`src/rtl/nad_pkg.sv`:
```
package nad_pkg;

  typedef logic [3:0] sync_state_t;

  localparam logic [15:0] PRE_A = 16'hF872;
  localparam logic [15:0] PRE_B = 16'h4E1F;

  // States 0..zr count zero words (saturating at zr); zr+1 means first preamble seen.
  function automatic sync_state_t sync_step(input sync_state_t st,
                                            input logic [15:0] up,
                                            input sync_state_t zr);
    sync_state_t r;
    if (st == zr + 4'd1)
      r = (up == 16'h0) ? 4'd1 : 4'd0;
    else if (up == 16'h0)
      r = (st == zr) ? zr : st + 4'd1;
    else if (st == zr && up == PRE_A)
      r = zr + 4'd1;
    else
      r = '0;
    return r;
  endfunction

  function automatic logic sync_hit(input sync_state_t st,
                                    input logic [15:0] up,
                                    input sync_state_t zr);
    return (st == zr + 4'd1) && (up == PRE_B);
  endfunction

  function automatic logic irq_next(input logic pend, input logic clr,
                                    input logic chg_p, input logic msk_p,
                                    input logic chg_a, input logic msk_a);
    return (pend & ~clr) | (chg_p & ~msk_p) | (chg_a & ~msk_a);
  endfunction

endpackage

```
`src/rtl/nad_sync_matcher.sv`:
```
module nad_sync_matcher
  import nad_pkg::*;
#(
  parameter int ZERO_RUN = 4
) (
  input  logic        clk,
  input  logic        rst,
  input  logic        word_valid,
  input  logic [15:0] word_upper,
  output logic        hit
);
  localparam sync_state_t ZR = sync_state_t'(ZERO_RUN);

  sync_state_t st_q;

  assign hit = word_valid & sync_hit(st_q, word_upper, ZR);

  always_ff @(posedge clk) begin
    if (rst)
      st_q <= '0;
    else if (word_valid)
      st_q <= sync_step(st_q, word_upper, ZR);
  end
endmodule

```
`src/rtl/nad_pcm_flag.sv`:
```
module nad_pcm_flag #(
  parameter int TIMEOUT_WORDS = 4096
) (
  input  logic clk,
  input  logic rst,
  input  logic word_valid,
  input  logic hit,
  output logic pcm_n,
  output logic pcm_chg
);
  localparam int CW = $clog2(TIMEOUT_WORDS);
  localparam logic [CW-1:0] LAST = CW'(TIMEOUT_WORDS - 1);

  logic          flag_q, flag_d;
  logic [CW-1:0] cnt_q, cnt_d;

  always_comb begin
    flag_d = flag_q;
    cnt_d  = cnt_q;
    if (word_valid) begin
      if (hit) begin
        flag_d = 1'b1;
        cnt_d  = '0;
      end else if (flag_q) begin
        if (cnt_q == LAST) begin
          flag_d = 1'b0;
          cnt_d  = '0;
        end else begin
          cnt_d = cnt_q + 1'b1;
        end
      end
    end
  end

  assign pcm_chg = flag_d ^ flag_q;
  assign pcm_n   = flag_q;

  always_ff @(posedge clk) begin
    if (rst) begin
      flag_q <= 1'b0;
      cnt_q  <= '0;
    end else begin
      flag_q <= flag_d;
      cnt_q  <= cnt_d;
    end
  end
endmodule

```
`src/rtl/nad_cs_flag.sv`:
```
module nad_cs_flag #(
  parameter int CS_BITS  = 192,
  parameter int FLAG_BIT = 1
) (
  input  logic               clk,
  input  logic               rst,
  input  logic               cs_done,
  input  logic [CS_BITS-1:0] cs_block,
  output logic               audio_n,
  output logic               audio_chg
);
  logic flag_q;

  assign audio_chg = cs_done & (cs_block[FLAG_BIT] ^ flag_q);
  assign audio_n   = flag_q;

  always_ff @(posedge clk) begin
    if (rst)
      flag_q <= 1'b0;
    else if (cs_done)
      flag_q <= cs_block[FLAG_BIT];
  end
endmodule

```
`src/rtl/nad_irq.sv`:
```
module nad_irq
  import nad_pkg::*;
(
  input  logic clk,
  input  logic rst,
  input  logic pcm_chg,
  input  logic audio_chg,
  input  logic mask_pcm,
  input  logic mask_audio,
  input  logic irq_clear,
  output logic irq_evt,
  output logic irq_n
);
  logic pend_q;

  assign irq_evt = (pcm_chg & ~mask_pcm) | (audio_chg & ~mask_audio);
  assign irq_n   = ~pend_q;

  always_ff @(posedge clk) begin
    if (rst)
      pend_q <= 1'b0;
    else
      pend_q <= irq_next(pend_q, irq_clear, pcm_chg, mask_pcm, audio_chg, mask_audio);
  end
endmodule

```
`src/rtl/nonaudio_detect.sv`:
```
module nonaudio_detect #(
  parameter int WORD_W        = 24,
  parameter int CS_BITS       = 192,
  parameter int AUDIO_BIT     = 1,
  parameter int ZERO_RUN      = 4,
  parameter int TIMEOUT_WORDS = 4096
) (
  input  logic               clk,
  input  logic               rst,
  input  logic               word_valid,
  input  logic [WORD_W-1:0]  word_data,
  input  logic               cs_done,
  input  logic [CS_BITS-1:0] cs_block,
  input  logic               mask_audio,
  input  logic               mask_pcm,
  input  logic               irq_clear,
  output logic               pcm_n,
  output logic               audio_n,
  output logic               non_audio,
  output logic               irq_n
);
  logic [15:0] word_upper;
  logic        sync_hit_w;
  logic        pcm_chg;
  logic        audio_chg;
  logic        irq_evt;
  logic        unused_rest;

  assign word_upper  = word_data[WORD_W-1 -: 16];
  assign unused_rest = ^word_data ^ ^cs_block;

  nad_sync_matcher #(.ZERO_RUN(ZERO_RUN)) i_match (
    .clk(clk), .rst(rst), .word_valid(word_valid),
    .word_upper(word_upper), .hit(sync_hit_w)
  );

  nad_pcm_flag #(.TIMEOUT_WORDS(TIMEOUT_WORDS)) i_pcm (
    .clk(clk), .rst(rst), .word_valid(word_valid), .hit(sync_hit_w),
    .pcm_n(pcm_n), .pcm_chg(pcm_chg)
  );

  nad_cs_flag #(.CS_BITS(CS_BITS), .FLAG_BIT(AUDIO_BIT)) i_cs (
    .clk(clk), .rst(rst), .cs_done(cs_done), .cs_block(cs_block),
    .audio_n(audio_n), .audio_chg(audio_chg)
  );

  nad_irq i_irq (
    .clk(clk), .rst(rst), .pcm_chg(pcm_chg), .audio_chg(audio_chg),
    .mask_pcm(mask_pcm), .mask_audio(mask_audio), .irq_clear(irq_clear),
    .irq_evt(irq_evt), .irq_n(irq_n)
  );

  assign non_audio = pcm_n | audio_n;
endmodule

```
`config.mk`:
```
export PLATFORM = sky130hd
export DESIGN_NAME = nonaudio_detect
export DESIGN_NICKNAME = d
export VERILOG_FILES = /design/src/rtl/nad_pkg.sv /design/src/rtl/nad_sync_matcher.sv /design/src/rtl/nad_pcm_flag.sv /design/src/rtl/nad_cs_flag.sv /design/src/rtl/nad_irq.sv /design/src/rtl/nonaudio_detect.sv
export SDC_FILE = /design/constraint.sdc
export NUM_CORES = 1
export LEC_CHECK = 0
export ABC_AREA = 1
export BUFFER_PORTS_ARGS = -buffer_cell sky130_fd_sc_hd__buf_2
export CORE_AREA = 4 4 86 88
export DETAILED_ROUTE_END_ITERATION = 12
export DIE_AREA = 0 0 90 92
export MAX_ROUTING_LAYER = met4
export PLACE_DENSITY = 0.65
export SETUP_SLACK_MARGIN = 0.15
export SYNTH_ARGS = -nofsm -noshare
export SYNTH_HDL_FRONTEND = slang
export SYNTH_HIERARCHICAL = 1
export SYNTH_SLANG_ARGS = --single-unit
```
`constraint.sdc`:
```
create_clock -name clk -period 2 [get_ports clk]
set_input_delay 0.5 -clock clk [delete_from_list [all_inputs] [get_ports clk]]
set_output_delay 0.5 -clock clk [all_outputs]
set_load 0.05 [all_outputs]
```
==> impl_metrics.yaml, run 1 <==
route:
  wire_per_inst_microns: 8.98
  detailedRoute.firstIterationViolations: 25
  drc: 0
  via_per_inst: 4.09
  dr.pass1.iters: 4
  wl_microns: 3160
  drtAntennaViolNets: 0
  num_vias: 1440
timing:
  fin_crit_ns: 1.87
  drv_slew: 0
  tightest_slew_ns: 0.261
  final_hold_viol_count: 0
  finClkSkew_ns: 0.00128
  rsz0062_at_grt: "true"
  setup_viol: 0
  clock.fmax_ghz: 0.535
  hold_ws_ns: 0.499
  finalCritPeriodShare_pct: 93.4
  relSlewSlack_pct: 82.5
cts:
  clk_pin_slew_ns: 0.07
  cts_tree: "done"
  clk_path_buf_depth: 2
  clockRootBuffer: "clkbuf_8"
  htreeDepth: 1
  clkLatencyLatePin_ns: 0.26
  numCtsBuffers: 3
  cts_sinks: 19
global_route:
  grt_overflow: 0
  grt_max_degree: 13
  track_usage_pct: 7.63
  grt_antenna_before_repair: 0
  grt_pass1_wl_microns: 5290
  grt_pass1_vias: 1363
critical_path:
  arrival_ns: 2.05
  endpoint_kind: "register"
  worstSetupStartpointType: "register"
  rr_worst_depth: 13
  cp_max_fo: 4
  worstPathRequired_ns: 2.18
  worstSetupPathType: "register to register"
die:
  num_io_pins: 227
  rows: 30
  dieArea_sq_mm: 0.00828
  dieHeight_microns: 92
  core_sq_mm: 0.00664
  die_w_microns: 90
  start_util_pct: 20.1
synth:
  netlist_instances: 222
  synth_area_sq_mm: 0.00133
  syn_avg_cell_area_sq_um: 6.01
  syn_nets: 449
  yosysWarnings: 6
final_layout:
  syn_to_final_growth_pct: 36.0
  drive_gt1_share_pct: 28.7
  nNetsFinal: 500
  antenna_cells: 0
  fill_cells: 730
placement:
  gp_congestion: 0.822
  io_buffer_count: 27
  hpwl_microns: 2480
pwr:
  cellPowerDensity_mw_per_mm2: 417
  power_mw: 0.757
  ir_drop_mv: 0.224
  total_leakage_power_nw: 0.859
hold_path:
  hold_class: "register to register"
  hold_depth: 2
run:
  maxCapViolCount: 0
outcome:
  run_status: "finished, final reports clean"
[flip-flops by register name (all words and copies together), names as in the netlist]
register,count
i_cs/audio_n,1
i_pcm/cnt_q,12
i_match/st_q,4
i_irq/pend_q,1
i_pcm/pcm_n,1
[cells in the final DEF, fill, tap and decap left out]
cell      count
a21o_1        1
dfxtp_1      17
clkbuf_8      3
inv_1        32
a21oi_1       9
buf_2        26
nand3_4       1
nor2_4        2
ha_4          1
buf_4        19
a21oi_2       2
nor2_1       34
o21bai_1      1
nand3_1      13
ha_1          3
nand2_1      67
nor3_2        2
nand2_2       5
buf_6         2
dfxtp_2       2
o21ai_0       1
inv_2         4
nand4_1       6
nor3_1        5
nand3_2       5
clkbuf_1      1
nor2_2        3
a21o_2        1
xor2_1        4
[layer usage]
metal | track usage (%) | vias to the layer above | share of wire (%)
met5 | - | - | 0
met4 | 3.06 | 0 | 1.2
met3 | 0.984 | 4 | 4.8
met2 | 12.8 | 38 | 46
met1 | 9.28 | 610 | 48
li1 | - | 788 | -
[report_power, final]
part	internal, mW	total (mW)	switching, mW
clock network	0.142	0.269	0.127
logic	0.0430	0.102	0.0595
registers	0.382	0.385	0.00332
total	0.566	0.757	0.190
[metrics by stage]
stage / utilization (%) / cell area, sq um / setup slack, ns / std cells / setup TNS, ns
global route: 27.3 / 1810 / -0.0102 / 352 / -0.0102
floorplan: - / 1330 / 0.195 / 222 / 0
detailed placement: 25.4 / 1690 / -0.157 / 345 / -1.00
global placement: 25.4 / 1690 / -0.136 / 345 / -0.792
CTS: 26.1 / 1740 / 0.155 / 349 / 0
finish: 27.3 / 1810 / 0.132 / 352 / 0
[cell type report]
cell class	count	area, sq um	area share (%)
Clock buffer	4	45.0	2.48
Inverter	36	135	7.45
Multi-Input combinational cell	166	856	47.2
Sequential cell	19	383	21.1
Tap cell	80	100	5.52
Timing Repair Buffer	47	295	16.3
[critical path, cell delays in order, from the launching register on]
cell	delay, ns
dfxtp_2	0.33
inv_2	0.07
ha_4	0.13
nand3_4	0.08
inv_2	0.07
nand4_1	0.11
nor3_2	0.23
nand2_1	0.11
nand2_2	0.13
nand3_2	0.10
nor2_2	0.13
buf_4	0.11
nor2_1	0.03
nor3_1	0.17
[what timing repair did]
action	in CTS	in global routing
resized for setup	1	15
endpoints found under the setup margin	6	10
pin swaps	0	12
hold buffers	0	0
buffers inserted	0	3
[worst paths after layout]
check / start / end / slack (ns)
max: i_match/st_q[1] / i_pcm/cnt_q[6] / 0.13
min: i_pcm/cnt_q[0] / i_pcm/cnt_q[0] / 0.50
max reg2reg: i_match/st_q[1] / i_pcm/cnt_q[6] / 0.13
min reg2reg: i_pcm/cnt_q[0] / i_pcm/cnt_q[0] / 0.50
(Power assumes the default switching activity.)
==> inputs of run 2 (changes only) <==
Settings changed: CORE_AREA 4 4 86 88 to 2 2 89 91, DIE_AREA 0 0 90 92 to 0 0 91 93, PLACE_DENSITY 0.65 to 0.6.
==> run 2 against run 1 <==
- power increased by 0.64%
- fmax increased by 5.6%
- sequential power is essentially flat
- hold slack lost 0.0086 ns
- flip-flop and latch count unchanged
- count of clock-buffer cells in the layout did not move
- sequential share of layout area down 0.62 points
- highest routed layer unchanged
==> impl_metrics.yaml, run 2 (synthesis gave the netlist of run 1 again) <==
outcome:
  run_status: "finished, final reports clean"
die:
  start_util_pct: 17.7
  dieArea_sq_mm: 0.00846
  dieHeight_microns: 93
  num_io_pins: 227
  die_w_microns: 91
  rows: 32
  core_sq_mm: 0.00753
pwr:
  cellPowerDensity_mw_per_mm2: 407
  total_leakage_power_nw: 0.868
  ir_drop_mv: 0.191
  power_mw: 0.761
timing:
  clock.fmax_ghz: 0.565
  finClkSkew_ns: 0.00854
  setup_viol: 0
  drv_slew: 0
  fin_setup_tns_ns: 0
  final_hold_viol_count: 0
  relSlewSlack_pct: 83.9
  rsz0062_at_grt: "true"
  fin_crit_ns: 1.77
  tightest_slew_ns: 0.240
  finalCritPeriodShare_pct: 88.5
final_layout:
  antenna_cells: 0
  nNetsFinal: 500
  final_common_cell: "nand2_1"
  largest_reg_flops: 12
  top_regs: "i_pcm/cnt_q (12), i_match/st_q (4)"
  final_util_pct: 24.8
  top_register: "i_pcm/cnt_q"
  syn_to_final_growth_pct: 40.1
  final_cell_mix: "nand2_1 (68), nor2_1 (33), inv_1 (32), buf_2 (25)"
  finish.instance_area_sq_mm: 0.00187
  drive_gt1_share_pct: 29.0
global_route:
  grt.busiest_layer: "met2"
  track_usage_pct: 7.92
  grt_use_met3_pct: 1.21
  grt_max_degree: 13
  grt_util_met2_pct: 13.3
  grt_antenna_before_repair: 0
  grt_pass1_vias: 1382
  grtUsageMet1_pct: 10.1
  grt_pass1_wl_microns: 5580
  grt_overflow: 0
critical_path:
  path_delay_family: "simple AND/OR/NAND/NOR gates"
  worstPathRequired_ns: 2.18
  cp_slowest_cell: "dfxtp_2"
  arrival_ns: 1.95
  endpoint_kind: "register"
  worstSetupPathType: "register to register"
  crit_chain: "inv_2 -> ha_4 -> nand3_4 -> inv_2 -> nand4_1 -> nor3_2 -> nand2_1 -> nand2_2 -> nand3_2 -> nor2_2 -> nor2_1 -> nor3_2"
  worstSetupStartpointType: "register"
  critPathMaxStageDelay_ns: 0.32
  path_buf_inv: 2
  cp_max_fo: 4
cts:
  clkLatencyLatePin_ns: 0.25
  cts_tree: "done"
  hold_buffers: 0
  clk_path_buf_depth: 2
  cts_sinks: 19
  clk_pin_slew_ns: 0.08
  numCtsBuffers: 3
  clockRootBuffer: "clkbuf_8"
  htreeDepth: 1
route:
  drc: 0
  wl_microns: 3200
  drtAntennaViolNets: 0
  via_per_inst: 3.88
  num_vias: 1450
  dr.pass1.iters: 4
  detailedRoute.firstIterationViolations: 26
  wire_per_inst_microns: 8.56
placement:
  hpwl_microns: 2500
  dpl_cell_area_sq_mm: 0.00172
  io_buffer_count: 27
  gp_congestion: 0.824
run:
  maxCapViolCount: 0
hold_path:
  hold_class: "register to register"
[run 2: final cells by class]
cell class	count	area, sq um
Multi-Input combinational cell	166	861
Clock buffer	4	45.0
Inverter	36	135
Sequential cell	19	383
Tap cell	102	128
Fill cell	863	5660
Timing Repair Buffer	47	318
[run 2: timing repair]
action,4_1_cts,5_1_grt
buffers inserted,0,4
cloned,0,0
resized for setup,1,18
pin swaps,0,8
setup endpoints to repair,7,10
[run 2: routing by layer]
layer | wire, microns | vias up
met4 | 24 | 0
met1 | 1560 | 627
met2 | 1510 | 30
met5 | 0 | -
li1 | - | 791
met3 | 104 | 2
[run 2: through the flow]
stage | cells | hold slack (ns) | worst slack (ns)
after floorplan | 222 | 0.454 | 0.195
after global placement | 366 | 0.474 | -0.142
after detailed placement | 366 | 0.482 | -0.139
after CTS | 370 | 0.495 | 0.164
after global routing | 374 | 0.518 | 0.0304
final | 374 | 0.491 | 0.230
[run 2: worst register-to-register path: stages (launching register included)]
cell and delay (ns):
dfxtp_2 0.32, inv_2 0.07, ha_4 0.13, nand3_4 0.08
inv_2 0.06, nand4_1 0.11, nor3_2 0.23, nand2_1 0.11
nand2_2 0.14, nand3_2 0.11, nor2_2 0.12, nor2_1 0.06
nor3_2 0.18
[run 2: power by group]
group / internal, mW / switching [mW]
clock network: 0.141 / 0.129
registers: 0.381 / 0.00334
logic: 0.0456 / 0.0610
[run 2: worst paths after layout]
path	endpoint	startpoint	cells past startpoint	slack (ns)
worst max-delay path	i_pcm/cnt_q[6]	i_match/st_q[1]	12	0.23
worst min register to register	i_pcm/cnt_q[1]	i_pcm/cnt_q[1]	2	0.49
worst max register to register	i_pcm/cnt_q[6]	i_match/st_q[1]	12	0.23
worst min-delay path	i_pcm/cnt_q[1]	i_pcm/cnt_q[1]	2	0.49
